[config.mk]
export PLATFORM = sky130hd
export DESIGN_NAME = pwm_shadow_ctrl
export DESIGN_NICKNAME = d
export VERILOG_FILES = /design/src/rtl/pwm_pkg.sv /design/src/rtl/pwm_regbank.sv /design/src/rtl/pwm_chan.sv /design/src/rtl/pwm_shadow_ctrl.sv
export SDC_FILE = /design/constraint.sdc
export NUM_CORES = 1
export LEC_CHECK = 0
export ABC_AREA = 1
export ABC_CLOCK_PERIOD_IN_PS = 3400
export BUFFER_PORTS_ARGS = -buffer_cell sky130_fd_sc_hd__buf_4
export CAP_MARGIN = 20
export CELL_PAD_IN_SITES_DETAIL_PLACEMENT = 1
export CELL_PAD_IN_SITES_GLOBAL_PLACEMENT = 1
export CORE_MARGIN = 1
export CORE_UTILIZATION = 39
export CTS_CLUSTER_DIAMETER = 120
export DETAILED_ROUTE_END_ITERATION = 10
export PLACE_DENSITY = 0.64
export SYNTH_ARGS = -nofsm -noshare
export SYNTH_HDL_FRONTEND = slang
export SYNTH_SLANG_ARGS = --single-unit
[constraint.sdc]
create_clock -name clk -period 3.4 [get_ports clk]
set_input_delay 0.34 -clock clk [delete_from_list [all_inputs] [get_ports clk]]
set_output_delay 0.34 -clock clk [all_outputs]
set_load 0.01 [all_outputs]
[src/rtl/pwm_pkg.sv]
package pwm_pkg;
  localparam int CH_SHIFT = 5;
  localparam int WORD_W   = CH_SHIFT - 2;
  localparam logic [WORD_W-1:0] WORD_PRE  = 3'd0;
  localparam logic [WORD_W-1:0] WORD_MOD  = 3'd1;
  localparam logic [WORD_W-1:0] WORD_DUTY = 3'd2;
  localparam logic [WORD_W-1:0] WORD_EN   = 3'd6;
  localparam int DEF_PRE_W  = 8;
  localparam int DEF_MOD_W  = 8;
  localparam int DEF_DUTY_W = 16;
endpackage

[src/rtl/pwm_regbank.sv]
module pwm_regbank
  import pwm_pkg::*;
#(
  parameter int NUM_CH = 4,
  parameter int PRE_W  = DEF_PRE_W,
  parameter int MOD_W  = DEF_MOD_W,
  parameter int DUTY_W = DEF_DUTY_W,
  parameter int DATA_W = 32,
  parameter int ADDR_W = CH_SHIFT + $clog2(NUM_CH)
) (
  input  logic                          clk,
  input  logic                          rst_n,
  input  logic                          wr_en,
  input  logic                          rd_en,
  input  logic [ADDR_W-1:0]             addr,
  input  logic [DATA_W-1:0]             wdata,
  output logic [DATA_W-1:0]             rdata_o,
  output logic [NUM_CH-1:0][PRE_W-1:0]  pre_o,
  output logic [NUM_CH-1:0][MOD_W-1:0]  stage_mod_o,
  output logic [NUM_CH-1:0]             commit_o,
  output logic [DUTY_W-1:0]             commit_duty_o,
  output logic [NUM_CH-1:0]             en_o
);
  localparam int CH_W = $clog2(NUM_CH);

  logic [CH_W-1:0]   ch_idx;
  logic [WORD_W-1:0] word_idx;
  logic              mapped;
  logic [NUM_CH-1:0][DATA_W-1:0] rd_vec;
  logic [DATA_W-1:0] rdata_q, rdata_d;

  assign ch_idx   = addr[CH_SHIFT +: CH_W];
  assign word_idx = addr[CH_SHIFT-1:2];
  assign mapped   = (word_idx == WORD_PRE) || (word_idx == WORD_MOD) ||
                    (word_idx == WORD_DUTY) || (word_idx == WORD_EN);
  assign commit_duty_o = wdata[DUTY_W-1:0];

  for (genvar c = 0; c < NUM_CH; c++) begin : g_ch
    logic              hit;
    logic              pre_we, mod_we, duty_we, en_we;
    logic [PRE_W-1:0]  pre_q;
    logic [MOD_W-1:0]  mod_q;
    logic [DUTY_W-1:0] duty_q;
    logic              en_q;
    logic [DATA_W-1:0] rd_word;

    assign hit     = (ch_idx == CH_W'(c));
    assign pre_we  = wr_en & hit & (word_idx == WORD_PRE);
    assign mod_we  = wr_en & hit & (word_idx == WORD_MOD);
    assign duty_we = wr_en & hit & (word_idx == WORD_DUTY);
    assign en_we   = wr_en & hit & (word_idx == WORD_EN);

    always_ff @(posedge clk or negedge rst_n) begin
      if (!rst_n) begin
        pre_q  <= '0;
        mod_q  <= '0;
        duty_q <= '0;
        en_q   <= 1'b0;
      end else begin
        if (pre_we)  pre_q  <= wdata[PRE_W-1:0];
        if (mod_we)  mod_q  <= wdata[MOD_W-1:0];
        if (duty_we) duty_q <= wdata[DUTY_W-1:0];
        if (en_we)   en_q   <= wdata[0];
      end
    end

    always_comb begin
      rd_word = '0;
      if (word_idx == WORD_PRE)       rd_word = {{(DATA_W-PRE_W){1'b0}}, pre_q};
      else if (word_idx == WORD_MOD)  rd_word = {{(DATA_W-MOD_W){1'b0}}, mod_q};
      else if (word_idx == WORD_DUTY) rd_word = {{(DATA_W-DUTY_W){1'b0}}, duty_q};
      else if (word_idx == WORD_EN)   rd_word = {{(DATA_W-1){1'b0}}, en_q};
    end

    assign rd_vec[c]      = rd_word;
    assign pre_o[c]       = pre_q;
    assign stage_mod_o[c] = mod_q;
    assign commit_o[c]    = duty_we;
    assign en_o[c]        = en_q;
  end

  always_comb begin
    rdata_d = rdata_q;
    if (rd_en) rdata_d = rd_vec[ch_idx];
  end

  always_ff @(posedge clk or negedge rst_n) begin
    if (!rst_n) rdata_q <= '0;
    else        rdata_q <= rdata_d;
  end

  assign rdata_o = rdata_q;

  // holes in the window read back as zero
  p_unmapped_zero_r9: assert property (@(posedge clk) disable iff (!rst_n)
    (rd_en && !mapped) |=> (rdata_o == '0));
endmodule

[src/rtl/pwm_chan.sv]
module pwm_chan #(
  parameter int PRE_W  = 8,
  parameter int MOD_W  = 8,
  parameter int DUTY_W = 16
) (
  input  logic              clk,
  input  logic              rst_n,
  input  logic              en_i,
  input  logic [PRE_W-1:0]  pre_i,
  input  logic [MOD_W-1:0]  stage_mod_i,
  input  logic              commit_i,
  input  logic [DUTY_W-1:0] commit_duty_i,
  output logic              pwm_o
);
  logic [PRE_W-1:0]  pcnt_q, pcnt_d, act_pre_q, act_pre_d;
  logic [MOD_W-1:0]  cnt_q, cnt_d, act_mod_q, act_mod_d, pend_mod_q, pend_mod_d;
  logic [DUTY_W-1:0] act_duty_q, act_duty_d, pend_duty_q, pend_duty_d;
  logic              pend_q, pend_d;
  logic              step, last, boundary;
  logic [MOD_W:0]    cnt_inc;

  assign step     = (pcnt_q == act_pre_q);
  assign cnt_inc  = {1'b0, cnt_q} + (MOD_W+1)'(1);
  assign last     = (cnt_inc >= {1'b0, act_mod_q});
  assign boundary = en_i & step & last;

  always_comb begin
    pcnt_d      = pcnt_q;
    cnt_d       = cnt_q;
    act_pre_d   = act_pre_q;
    act_mod_d   = act_mod_q;
    act_duty_d  = act_duty_q;
    pend_d      = pend_q;
    pend_mod_d  = pend_mod_q;
    pend_duty_d = pend_duty_q;
    if (!en_i || boundary) begin
      pcnt_d    = '0;
      cnt_d     = '0;
      act_pre_d = pre_i;
      pend_d    = 1'b0;
      if (commit_i) begin
        act_mod_d  = stage_mod_i;
        act_duty_d = commit_duty_i;
      end else if (pend_q) begin
        act_mod_d  = pend_mod_q;
        act_duty_d = pend_duty_q;
      end
    end else begin
      if (step) begin
        pcnt_d = '0;
        cnt_d  = cnt_q + MOD_W'(1);
      end else begin
        pcnt_d = pcnt_q + PRE_W'(1);
      end
      if (commit_i) begin
        pend_d      = 1'b1;
        pend_mod_d  = stage_mod_i;
        pend_duty_d = commit_duty_i;
      end
    end
  end

  always_ff @(posedge clk or negedge rst_n) begin
    if (!rst_n) begin
      pcnt_q      <= '0;
      cnt_q       <= '0;
      act_pre_q   <= '0;
      act_mod_q   <= '0;
      act_duty_q  <= '0;
      pend_q      <= 1'b0;
      pend_mod_q  <= '0;
      pend_duty_q <= '0;
    end else begin
      pcnt_q      <= pcnt_d;
      cnt_q       <= cnt_d;
      act_pre_q   <= act_pre_d;
      act_mod_q   <= act_mod_d;
      act_duty_q  <= act_duty_d;
      pend_q      <= pend_d;
      pend_mod_q  <= pend_mod_d;
      pend_duty_q <= pend_duty_d;
    end
  end

  assign pwm_o = en_i & (DUTY_W'(cnt_q) < act_duty_q);

  // prescale counter never passes the active prescale value
  p_step_bound_r3: assert property (@(posedge clk) disable iff (!rst_n)
    pcnt_q <= act_pre_q);
  // period count stays inside the active modulus
  p_count_bound_r4: assert property (@(posedge clk) disable iff (!rst_n)
    (cnt_q == '0) || (cnt_q < act_mod_q));
  // active settings move only at a boundary or while halted
  p_settings_hold_r6: assert property (@(posedge clk) disable iff (!rst_n)
    (en_i && !boundary) |=> ($stable(act_mod_q) && $stable(act_duty_q)));
  // prescale is resampled only at a boundary or while halted
  p_prescale_hold_r11: assert property (@(posedge clk) disable iff (!rst_n)
    (en_i && !boundary) |=> $stable(act_pre_q));
  // one edge after enable drops, both counters are back at zero
  p_halt_r7: assert property (@(posedge clk) disable iff (!rst_n)
    $fell(en_i) |=> (cnt_q == '0 && pcnt_q == '0));
endmodule

[src/rtl/pwm_shadow_ctrl.sv]
module pwm_shadow_ctrl
  import pwm_pkg::*;
#(
  parameter int NUM_CH = 4,
  parameter int PRE_W  = DEF_PRE_W,
  parameter int MOD_W  = DEF_MOD_W,
  parameter int DUTY_W = DEF_DUTY_W,
  parameter int DATA_W = 32,
  localparam int ADDR_W = CH_SHIFT + $clog2(NUM_CH)
) (
  input  logic              clk,
  input  logic              rst_n,
  input  logic              wr_en,
  input  logic              rd_en,
  input  logic [ADDR_W-1:0] addr,
  input  logic [DATA_W-1:0] wdata,
  output logic [DATA_W-1:0] rdata,
  output logic [NUM_CH-1:0] pwm_out
);
  logic [NUM_CH-1:0][PRE_W-1:0] pre_v;
  logic [NUM_CH-1:0][MOD_W-1:0] mod_v;
  logic [NUM_CH-1:0]            commit_v;
  logic [NUM_CH-1:0]            en_v;
  logic [DUTY_W-1:0]            duty_bus;

  pwm_regbank #(
    .NUM_CH(NUM_CH), .PRE_W(PRE_W), .MOD_W(MOD_W),
    .DUTY_W(DUTY_W), .DATA_W(DATA_W), .ADDR_W(ADDR_W)
  ) u_regs (
    .clk(clk), .rst_n(rst_n), .wr_en(wr_en), .rd_en(rd_en),
    .addr(addr), .wdata(wdata), .rdata_o(rdata),
    .pre_o(pre_v), .stage_mod_o(mod_v), .commit_o(commit_v),
    .commit_duty_o(duty_bus), .en_o(en_v)
  );

  for (genvar c = 0; c < NUM_CH; c++) begin : g_pwm
    pwm_chan #(.PRE_W(PRE_W), .MOD_W(MOD_W), .DUTY_W(DUTY_W)) u_chan (
      .clk(clk), .rst_n(rst_n), .en_i(en_v[c]), .pre_i(pre_v[c]),
      .stage_mod_i(mod_v[c]), .commit_i(commit_v[c]),
      .commit_duty_i(duty_bus), .pwm_o(pwm_out[c])
    );
  end
endmodule

==> results of run 1 <==
[worst max-delay path by stage]
stage	endpoint	slack, ns	depth (start not counted)
5_1_grt	g_pwm[1].u_chan.pend_duty_q[14]$_DFFE_PN0P_	0.12	19
2_1_floorplan	g_pwm[2].u_chan.pend_duty_q[4]$_DFFE_PN0P_	0.89	16
3_3_place_gp	g_pwm[1].u_chan.pend_duty_q[10]$_DFFE_PN0P_	0.49	19
4_1_cts	g_pwm[1].u_chan.pend_mod_q[1]$_DFFE_PN0P_	0.40	19
3_5_place_dp	g_pwm[2].u_chan.pend_mod_q[3]$_DFFE_PN0P_	0.43	16
6_report	g_pwm[2].u_chan.pend_mod_q[1]$_DFFE_PN0P_	0.41	15
[stage by stage]
stage | std cells | hold slack, ns
floorplan | 2631 | 0.0444
global placement | 3323 | 0.445
detailed placement | 3323 | 0.443
CTS | 3415 | 0.0404
global route | 3415 | 0.0649
finish | 3415 | 0.0780
[routing by layer]
layer / GRT usage [%] / vias to the layer above / part of all wire (%)
met5: 0 / - / 0.014
met2: 39.4 / 287 / 47
met1: 33.0 / 8812 / 46
met4: 7.01 / 2 / 2.8
li1: - / 8465 / -
met3: 3.73 / 112 / 4.0
[worst max-delay path: cells and delay by family (launching register included)]
family        cells  cell delay [ns]
flops             1             0.44
simple gates     11             1.38
xor+xnor          1             0.26
fa+ha+maj         2             0.54
buf+inv           1             0.29
[cell usage in the layout, fill, tap and decap left out, types with 3 or more instances in the layout]
cell       count
nand2_1      750
nand2_2        9
clkbuf_8      15
dfrtp_1      440
nand3b_1       4
nand3_1      189
nor3b_1        7
ha_1          68
clkbuf_1      10
mux2i_1       13
conb_1        16
o21ai_0      221
o21ai_1       52
bufinv_16      4
xnor2_1       27
inv_1        269
buf_4         77
nand4_1       34
o22ai_1       35
o21bai_1      51
clkbuf_16     54
nand3_2        3
nor4_1         8
xor2_1        34
inv_2          7
clkinv_2       7
o21a_1         4
o21ai_2        4
a21oi_1       73
and3_1         3
nor3_1        16
nor2_1       109
buf_12        13
nand2_4        3
and3b_1        4
a31oi_1        6
[sequential cells by signal, summed over array words and instances, names as in the netlist]
name                      flops
g_pwm.u_chan.act_duty_q      64
g_pwm.u_chan.pend_duty_q     64
u_regs.g_ch.duty_q           64
g_pwm.u_chan.act_mod_q       32
g_pwm.u_chan.act_pre_q       32
g_pwm.u_chan.cnt_q           32
g_pwm.u_chan.pcnt_q          32
g_pwm.u_chan.pend_mod_q      32
u_regs.g_ch.mod_q            32
u_regs.g_ch.pre_q            32
u_regs.rdata_o               16
g_pwm.u_chan.pend_q           4
u_regs.g_ch.en_q              4
[what timing repair did]
item	in CTS	in global routing
hold buffers	1	0
resized for setup	0	0
hold endpoints to repair	83	0
[report_power, final]
part | total, mW | switching (mW) | leakage, nW | internal [mW]
registers | 7.49 | 0.901 | 5.74 | 6.59
clock network | 5.78 | 2.27 | 0.876 | 3.51
logic | 5.87 | 3.84 | 5.93 | 2.03
[logic make-up after synthesis]
| logic type | after synthesis | synth area share, % |
|---|---|---|
| AND/OR/NAND/NOR | 1151 | 22.4 |
| AO/OA/AOI/OAI | 456 | 11.6 |
| flip-flops | 440 | 50.6 |
| buffers and inverters | 426 | 8.41 |
| adder cells (fa/ha/maj) | 68 | 3.91 |
| XOR/XNOR | 61 | 2.45 |
| multiplexers | 13 | 0.598 |
| other | 1 | 0.0172 |
[area by class of cell]
| class | count | area, µm² | share of cell area, % |
|---|---|---|---|
| inverter | 279 | 1050 | 4.27 |
| clock buffer | 79 | 1600 | 6.48 |
| sequential | 440 | 11000 | 44.7 |
| tap | 748 | 936 | 3.80 |
| multi-input combinational | 1765 | 8980 | 36.5 |
| timing repair buffer | 92 | 863 | 3.51 |
| clock inverter | 12 | 171 | 0.696 |
==> qor.yml, run 1 <==
outcome: "finished clean"
cts_buffers: 52
antennaDiodeCount: 0
die_h_um: 238
grt_max_degree: 92
yosysUniqueCellTypes: 49
gp_congestion: 0.802
period_needed_ns: 2.99
start_kind: "flop"
synth_area_um2: 21800
cp.arrival_ns: 3.52
rsz0062_at_grt: "false"
fin_crit_sh_pct: 87.9
clock-sinks: 440
crit_required_ns: 3.93
layout-drive-gt1-share_pct: 7.87
syn2layout_area_growth_pct: 13.1
yosysTopAreaCell: "dfrtp_1"
place_hpwl_um: 45800
crit_chain: "ha_1 > and3_1 > nand3_1 > xor2_1 > ha_1 > nand2_1 > nor2_1 > nand4_1 > nand3b_1 > nor2_2 > nand2_4 > nand2_2 > buf_4 > nand3_1 > nand2_1"
synth_common_cells: "750 x nand2_1, 440 x dfrtp_1, 269 x inv_1"
p_per_area_nw_per_um2: 778
clk_path_buf_depth: 3
drt_wl_total_um: 66300
clk_pin_slew_ns: 0.06
ys.flop_type: "dfrtp_1"
min_delay_worst_endpoint: "g_pwm[2].u_chan.pend_duty_q[14]$_DFFE_PN0P_"
slowest_delay_ns: 0.44
r2r_start: "g_pwm[2].u_chan.cnt_q[0]$_DFFE_PN0P_"
synth_area_leaders: "dfrtp_1 51%, nand2_1 13%, o21ai_0 5.1%"
root_buffer: "clkbuf_16"
viasPerCell: 5.18
drtIter0Drc: 967
grt_pass1_vias: 18487
post-place-ws_ns: 0.430
worstSetupEndpointType: "flop"
critPathKind: "flop to flop"
slew_headroom_pct: 42.9
netlist_instances: 2616
fmax_ghz: 0.334
syn_avg_cell_area_um2: 8.32
hold_start: "wdata[14]"
post-synth-top-count-cell: "nand2_1"
drv_slew: 0
drtAntennaViolNets: 0
finish.net_count: 2741
worst_pin_slew_ns: 0.853
cap_violations: 0
antenna_found_initial: 1
cts_tree: "yes"
io_pins: 79
utilization_pct: 44.7
initial_core_util_pct: 39.5
path_max_fanout: 24
hold_violations: 0
io_buffers: 44
vias: 17678
grt_usage_pct: 24.1
skew_ns: 0.0274
yosysTopAreaCellShare_pct: 50.6
firstDrtPassIters: 5
coreArea_um2: 55100
hold_path_class: "input port to flop"
synthArstFlopShare_pct: 100
routedWlPerCell_um: 19.4
yosys_warnings: 0
vdd_drop_max_mv: 0.450
die_x_um: 238
drc: 0
grt_pass1_wl_um: 106000
worst_r2r_endpoint: "g_pwm[2].u_chan.pend_mod_q[1]$_DFFE_PN0P_"
ff2ff_path_depth: 15
power_leakage_nw: 12.5
stdcell_area_um2: 24600
row_count: 86
nFillCells: 6595
ys_ff_latch: 440
startpoint: "g_pwm[2].u_chan.cnt_q[0]$_DFFE_PN0P_"
dieArea_um2: 56800
p_total_mw: 19.1
whs_path_depth: 3
clock_latency_ns: 0.61
r2r_slack_ns: 0.41
yosysSeqAreaShare_pct: 50.6
post-route-worst-setup-slack_ns: 0.410
post_cts_buffers: 0
cp_slowest_cell: "dfrtp_1"
placed_area_um2: 22800
finalSetupViolations: 0
setup_tns_ns: 0
synth-edff-count: 0
cts_max_level: 2
overflow: 0
No activity file was read; power rests on OpenSTA's default activity.
==> run 2: changes to the inputs <==
RECOVER_POWER = 100   (was not set)
==> qor.yml, run 2 (synthesis gave the netlist of run 1 again) <==
outcome: "complete, but fails checks"
violations: "max-capacitance violations, max-slew violations"
clk_pin_slew_ns: 0.06
die_h_um: 238
crit_top_cell: "nor2_1"
period_needed_ns: 3.09
hold_violations: 0
grt_pass1_wl_um: 106000
firstDrtPassIters: 5
crit_buf_inv: 4
io_buffers: 44
grt_pass1_vias: 18487
vdd_drop_max_mv: 0.447
row_count: 86
syn2layout_area_growth_pct: 12.1
antenna_found_initial: 1
worst_pin_slew_ns: 2.70
viasPerCell: 5.14
fmax_ghz: 0.323
met2_usage_pct: 39.4
clock_latency_ns: 0.61
nFillCells: 6627
coreArea_um2: 55100
slowest_delay_ns: 1.01
overflow: 0
top_usage_layer: "met2"
rsz0062_at_grt: "false"
crit_required_ns: 3.90
cts_max_level: 2
fin_crit_sh_pct: 90.9
power_leakage_nw: 12.4
drtIter0Drc: 873
drc: 0
setup_tns_ns: 0
initial_core_util_pct: 39.5
worstSetupEndpointType: "flop"
r2r_slack_ns: 0.37
dieArea_um2: 56800
root_buffer: "clkbuf_16"
clock-sinks: 440
cp.arrival_ns: 3.59
die_x_um: 238
slew_headroom_pct: -80.0
finalSetupViolations: 0
clk_path_buf_depth: 3
grt_usage_pct: 24.1
routedWlPerCell_um: 19.4
drv_slew: 159
grt_max_degree: 92
cts_buffers: 52
cp_slowest_cell: "clkbuf_1"
vias: 17569
cap_violations: 3
antennaDiodeCount: 0
top_regs: "g_pwm.u_chan.act_duty_q: 64 flops, g_pwm.u_chan.pend_duty_q: 64 flops, u_regs.g_ch.duty_q: 64 flops"
utilization_pct: 44.3
io_pins: 79
path_max_fanout: 32
drt_wl_total_um: 66300
ff2ff_path_depth: 16
place_hpwl_um: 45800
layout-drive-gt1-share_pct: 6.30
seqCellArea_um2: 11000
layout_common_cells: "754 x nand2_1, 440 x dfrtp_1, 272 x inv_1"
finish.net_count: 2741
r2r_start: "g_pwm[2].u_chan.cnt_q[0]$_DFFE_PN0P_"
crit_chain: "clkbuf_1 > nor2_1 > nand2_2 > nor2_1 > clkbuf_1 > inv_1 > clkbuf_2 > nor2_1 > a21oi_1 > o21ai_0"
crit_path_end: "g_pwm[1].u_chan.act_duty_q[8]$_DFFE_PN0P_"
drtAntennaViolNets: 0
worst_r2r_endpoint: "g_pwm[2].u_chan.pend_mod_q[3]$_DFFE_PN0P_"
skew_ns: 0.0294
startpoint: "addr[2]"
cp.depth: 10
critPathKind: "input port to flop"
cp_top_family: "buffers and inverters"
p_per_area_nw_per_um2: 778
multi_input_area_um2: 8920
gp_congestion: 0.802
start_kind: "input port"
use_met1_pct: 33.0
groute.layer.met3.usage_pct: 3.73
final_common_cell: "nand2_1"
hold_path_class: "input port to flop"
cts_tree: "yes"
[run 2: cell count changes in the layout (fill, tap and decap cells not counted), moves of 2 or more]
cell and change:
clkbuf_2 +5, o21ai_0 +49, inv_1 +3, nand2_1 +4, clkbuf_1 +27, buf_2 +2
o21ai_1 -45, buf_12 -2, buf_4 -34, nor2_1 +3, inv_2 -3, nand2_2 -4
o21ai_2 -4, buf_6 +2
[run 2: cell type report]
class | instances | area share [%]
clock buffer | 79 | 6.54
clock inverter | 12 | 0.702
inverter | 279 | 4.30
multi-input combinational | 1765 | 36.6
sequential | 440 | 45.1
tap | 748 | 3.84
timing repair buffer | 92 | 2.95
[run 2: timing repair]
action / in CTS / in global routing
endpoints found under the setup margin: 0 / 0
setup buffers: 0 / 0
hold endpoints to repair: 83 / 0
hold buffers: 1 / 0
resized for setup: 0 / 0
[run 2: metal layers]
metal  vias to the layer above  wire length (µm)
li1                       8460                 -
met1                      8766             31200
met2                       232             30900
met3                       109              2330
met4                         2              1830
met5                         -                 9
[run 2: stage by stage]
step                      hold slack, ns  worst slack (ns)  total power, mW  cells  instance area, µm²
after floorplan                   0.0444             0.887             11.5   2631               21800
after global placement             0.445             0.489             13.2   3323               22800
after detailed placement           0.443             0.430             13.5   3323               22800
after CTS                         0.0404             0.402             19.4   3415               24600
after global routing              0.0649            0.0679             20.4   3415               24400
final                             0.0728             0.308             19.0   3415               24400
[run 2: worst min path at each step]
stage                                                        to  slack (ns)  startpoint  depth (start not counted)
finish               g_pwm[0].u_chan.pend_duty_q[8]$_DFFE_PN0P_        0.07    wdata[8]                          3
global route        g_pwm[2].u_chan.pend_duty_q[15]$_DFFE_PN0P_        0.06   wdata[15]                          3
CTS                 g_pwm[2].u_chan.pend_duty_q[14]$_DFFE_PN0P_        0.04   wdata[14]                          3
detailed placement   g_pwm[2].u_chan.act_duty_q[14]$_DFFE_PN0P_        0.44       rst_n                          1
global placement     g_pwm[2].u_chan.act_duty_q[10]$_DFFE_PN0P_        0.45       rst_n                          1
floorplan             g_pwm[0].u_chan.act_duty_q[0]$_DFFE_PN0P_        0.04       rst_n                          0
[run 2: worst reg2reg max path, delay by kind of cell (launching register included)]
family | cells | cell delay (ns)
buffers and inverters | 1 | 0.32
and+or+nand+nor | 12 | 1.38
DFF | 1 | 0.43
xor gates and xnor gates | 1 | 0.25
adders and majority gates | 2 | 0.54
[run 2: where the power goes]
| group | leakage (nW) | internal, mW | switching [mW] | total (mW) |
|---|---|---|---|---|
| sequential | 5.74 | 6.59 | 0.900 | 7.49 |
| combinational | 5.80 | 1.91 | 3.81 | 5.72 |
| clock | 0.876 | 3.51 | 2.27 | 5.78 |
| total | 12.4 | 12.0 | 6.98 | 19.0 |
==> run 3: changes to the inputs <==
ABC_AREA = 0   (was 1)
PLACE_DENSITY = 0.61   (was 0.64)
==> qor.yml, run 3 <==
syn2layout_area_growth_pct: 13.1
period_needed_ns: 3.19
root_buffer: "clkbuf_16"
synth_area_um2: 21000
die_h_um: 234
slew_headroom_pct: -54.1
finalNonFillerCells: 2688
fin_crit_sh_pct: 93.9
seqCellArea_um2: 11000
netlist_instances: 1909
place_hpwl_um: 39600
use_met1_pct: 31.3
drc: 6
post-synth-top-count-cell: "dfrtp_1"
final_common_cell: "dfrtp_1"
firstDrtPassIters: 8
layout_common_cells: "440 x dfrtp_1, 300 x nand2_1, 162 x mux2_2"
cts_buffers: 51
yosysSeqAreaShare_pct: 52.4
grt_max_degree: 94
cts_max_level: 2
io_pins: 79
vias: 14494
path_max_fanout: 9
grt_pass1_wl_um: 92900
layout-drive-gt1-share_pct: 17.8
p_total_mw: 15.3
drv_slew: 72
cp_top_family: "simple AND/OR/NAND/NOR gates"
ys.flop_type: "dfrtp_1"
drtIter0Drc: 800
overflow: 0
grt_pass1_vias: 15561
synth-edff-count: 0
multi_input_area_um2: 9160
yosysTopAreaCellShare_pct: 52.4
yosys_warnings: 0
viasPerCell: 5.39
cap_violations: 2
top_regs: "g_pwm.u_chan.act_duty_q: 64 flops, g_pwm.u_chan.pend_duty_q: 64 flops, u_regs.g_ch.duty_q: 64 flops"
crit_chain: "and2_0 > and4_1 > nand3_1 > xnor2_1 > ha_1 > and3_1 > nand2_1 > o211ai_2 > o21a_1 > or2_4 > clkbuf_2 > mux2_4"
dieArea_um2: 54800
start_kind: "flop"
synth_common_cells: "440 x dfrtp_1, 300 x nand2_1, 163 x mux2_2"
synthArstFlopShare_pct: 100
hold_path_class: "input port to flop"
place_inst: 2590
worst_pin_slew_ns: 2.31
yosysTopAreaCell: "dfrtp_1"
slowest_delay_ns: 0.47
clk_path_buf_depth: 3
yosysUniqueCellTypes: 70
coreArea_um2: 52900
drt_wl_total_um: 57700
clock-sinks: 440
setup_tns_ns: 0
clk_pin_slew_ns: 0.06
routedWlPerCell_um: 21.5
cp_slowest_cell: "dfrtp_1"
nFillCells: 5658
p_per_area_nw_per_um2: 643
clock_latency_ns: 0.60
initial_core_util_pct: 39.8
outcome: "complete, but fails checks"
io_buffers: 44
critPathKind: "flop to flop"
die_x_um: 234
stdcell_area_um2: 23800
rsz0062_at_grt: "false"
ys_ff_latch: 440
met2_usage_pct: 35.2
fmax_ghz: 0.313
crit_buf_inv: 1
violations: "design-rule violations, max-capacitance violations, max-slew violations"
drtAntennaViolNets: 0
finish.net_count: 2068
vdd_drop_max_mv: 0.392
grt_usage_pct: 22.1
finalSetupViolations: 0
groute.layer.met3.usage_pct: 3.59
hold_violations: 0
power_leakage_nw: 11.3
row_count: 84
syn_avg_cell_area_um2: 11.0
antenna_found_initial: 1
whs_ns: 0.0764
gp_congestion: 0.809
cts_tree: "yes"
crit_required_ns: 3.88
worstSetupEndpointType: "flop"
synth_area_leaders: "dfrtp_1 52%, mux2_2 8.7%, nand2_1 5.4%"
placed_area_um2: 22100
top_usage_layer: "met2"
skew_ns: 0.0141
cp.arrival_ns: 3.67
[run 3: cell families (layout without fill, tap and decap cells)]
logic type / Yosys count / count (layout) / share of synthesized area, %
and+or+nand+nor: 537 / 537 / 11.1
adders and majority gates: 68 / 68 / 4.05
DFF: 440 / 440 / 52.4
other: 1 / 18 / 0.0178
AOI/OAI and AO/OA: 352 / 352 / 11.4
muxes: 237 / 237 / 13.4
buffers and inverters: 195 / 269 / 4.44
xor gates and xnor gates: 79 / 79 / 3.29
[run 3: per-stage QoR]
stage                     util, %  setup WS (ns)
after global routing         45.0        0.00668
after global placement       41.8          0.244
after CTS                    45.2         0.0840
final                        45.0          0.209
after floorplan                 -          0.294
after detailed placement     41.8          0.119
[run 3: path summary, 6_finish.rpt]
path / start / endpoint / slack, ns / cells past startpoint
min reg2reg: g_pwm[0].u_chan.act_duty_q[11]$_DFFE_PN0P_ / g_pwm[0].u_chan.act_duty_q[11]$_DFFE_PN0P_ / 0.47 / 1
max: g_pwm[2].u_chan.cnt_q[2]$_DFFE_PN0P_ / g_pwm[2].u_chan.pend_mod_q[4]$_DFFE_PN0P_ / 0.21 / 12
max in group asynchronous: rst_n / g_pwm[0].u_chan.pcnt_q[5]$_DFF_PN0_ / 0.50 / 3
min: wdata[14] / g_pwm[2].u_chan.pend_duty_q[14]$_DFFE_PN0P_ / 0.08 / 2
min in group asynchronous: rst_n / g_pwm[2].u_chan.pend_duty_q[12]$_DFFE_PN0P_ / 1.09 / 2
max reg2reg: g_pwm[2].u_chan.cnt_q[2]$_DFFE_PN0P_ / g_pwm[2].u_chan.pend_mod_q[4]$_DFFE_PN0P_ / 0.21 / 12
[run 3: what timing repair did]
item,in CTS,in global routing
hold buffers,1,0
endpoints found under the setup margin,0,107
setup buffers,0,1
gates resized for setup,0,10
hold endpoints to repair,41,0
[run 3: cell type report]
class,instances,area share [%]
clock buffers,72,6.42
inverters,84,1.33
clock inverters,22,1.09
diodes,2,0.0211
flip-flops and latches,440,46.3
repair buffers,91,2.65
well taps,688,3.62
multi-input cells,1289,38.5
[run 3: worst register-to-register path: stages (launching register included)]
cell and delay, ns:
dfrtp_1 0.47, and2_0 0.22, and4_1 0.26, nand3_1 0.11, xnor2_1 0.25, ha_1 0.30, and3_1 0.21, nand2_1 0.07
o211ai_2 0.13, o21a_1 0.21, or2_4 0.32, clkbuf_2 0.21, mux2_4 0.32
[run 3: layer usage]
metal	part of all wire, %	routed length [µm]	vias up
met5	0	0	-
met1	48	27700	7475
met2	46	26800	177
li1	-	-	6772
met3	3.6	2070	70
met4	1.9	1090	0
[run 3: power by group]
part | switching [mW] | internal (mW)
Combinational | 1.46 | 1.22
Sequential | 0.706 | 6.12
Clock | 2.28 | 3.50
Total | 4.44 | 10.8
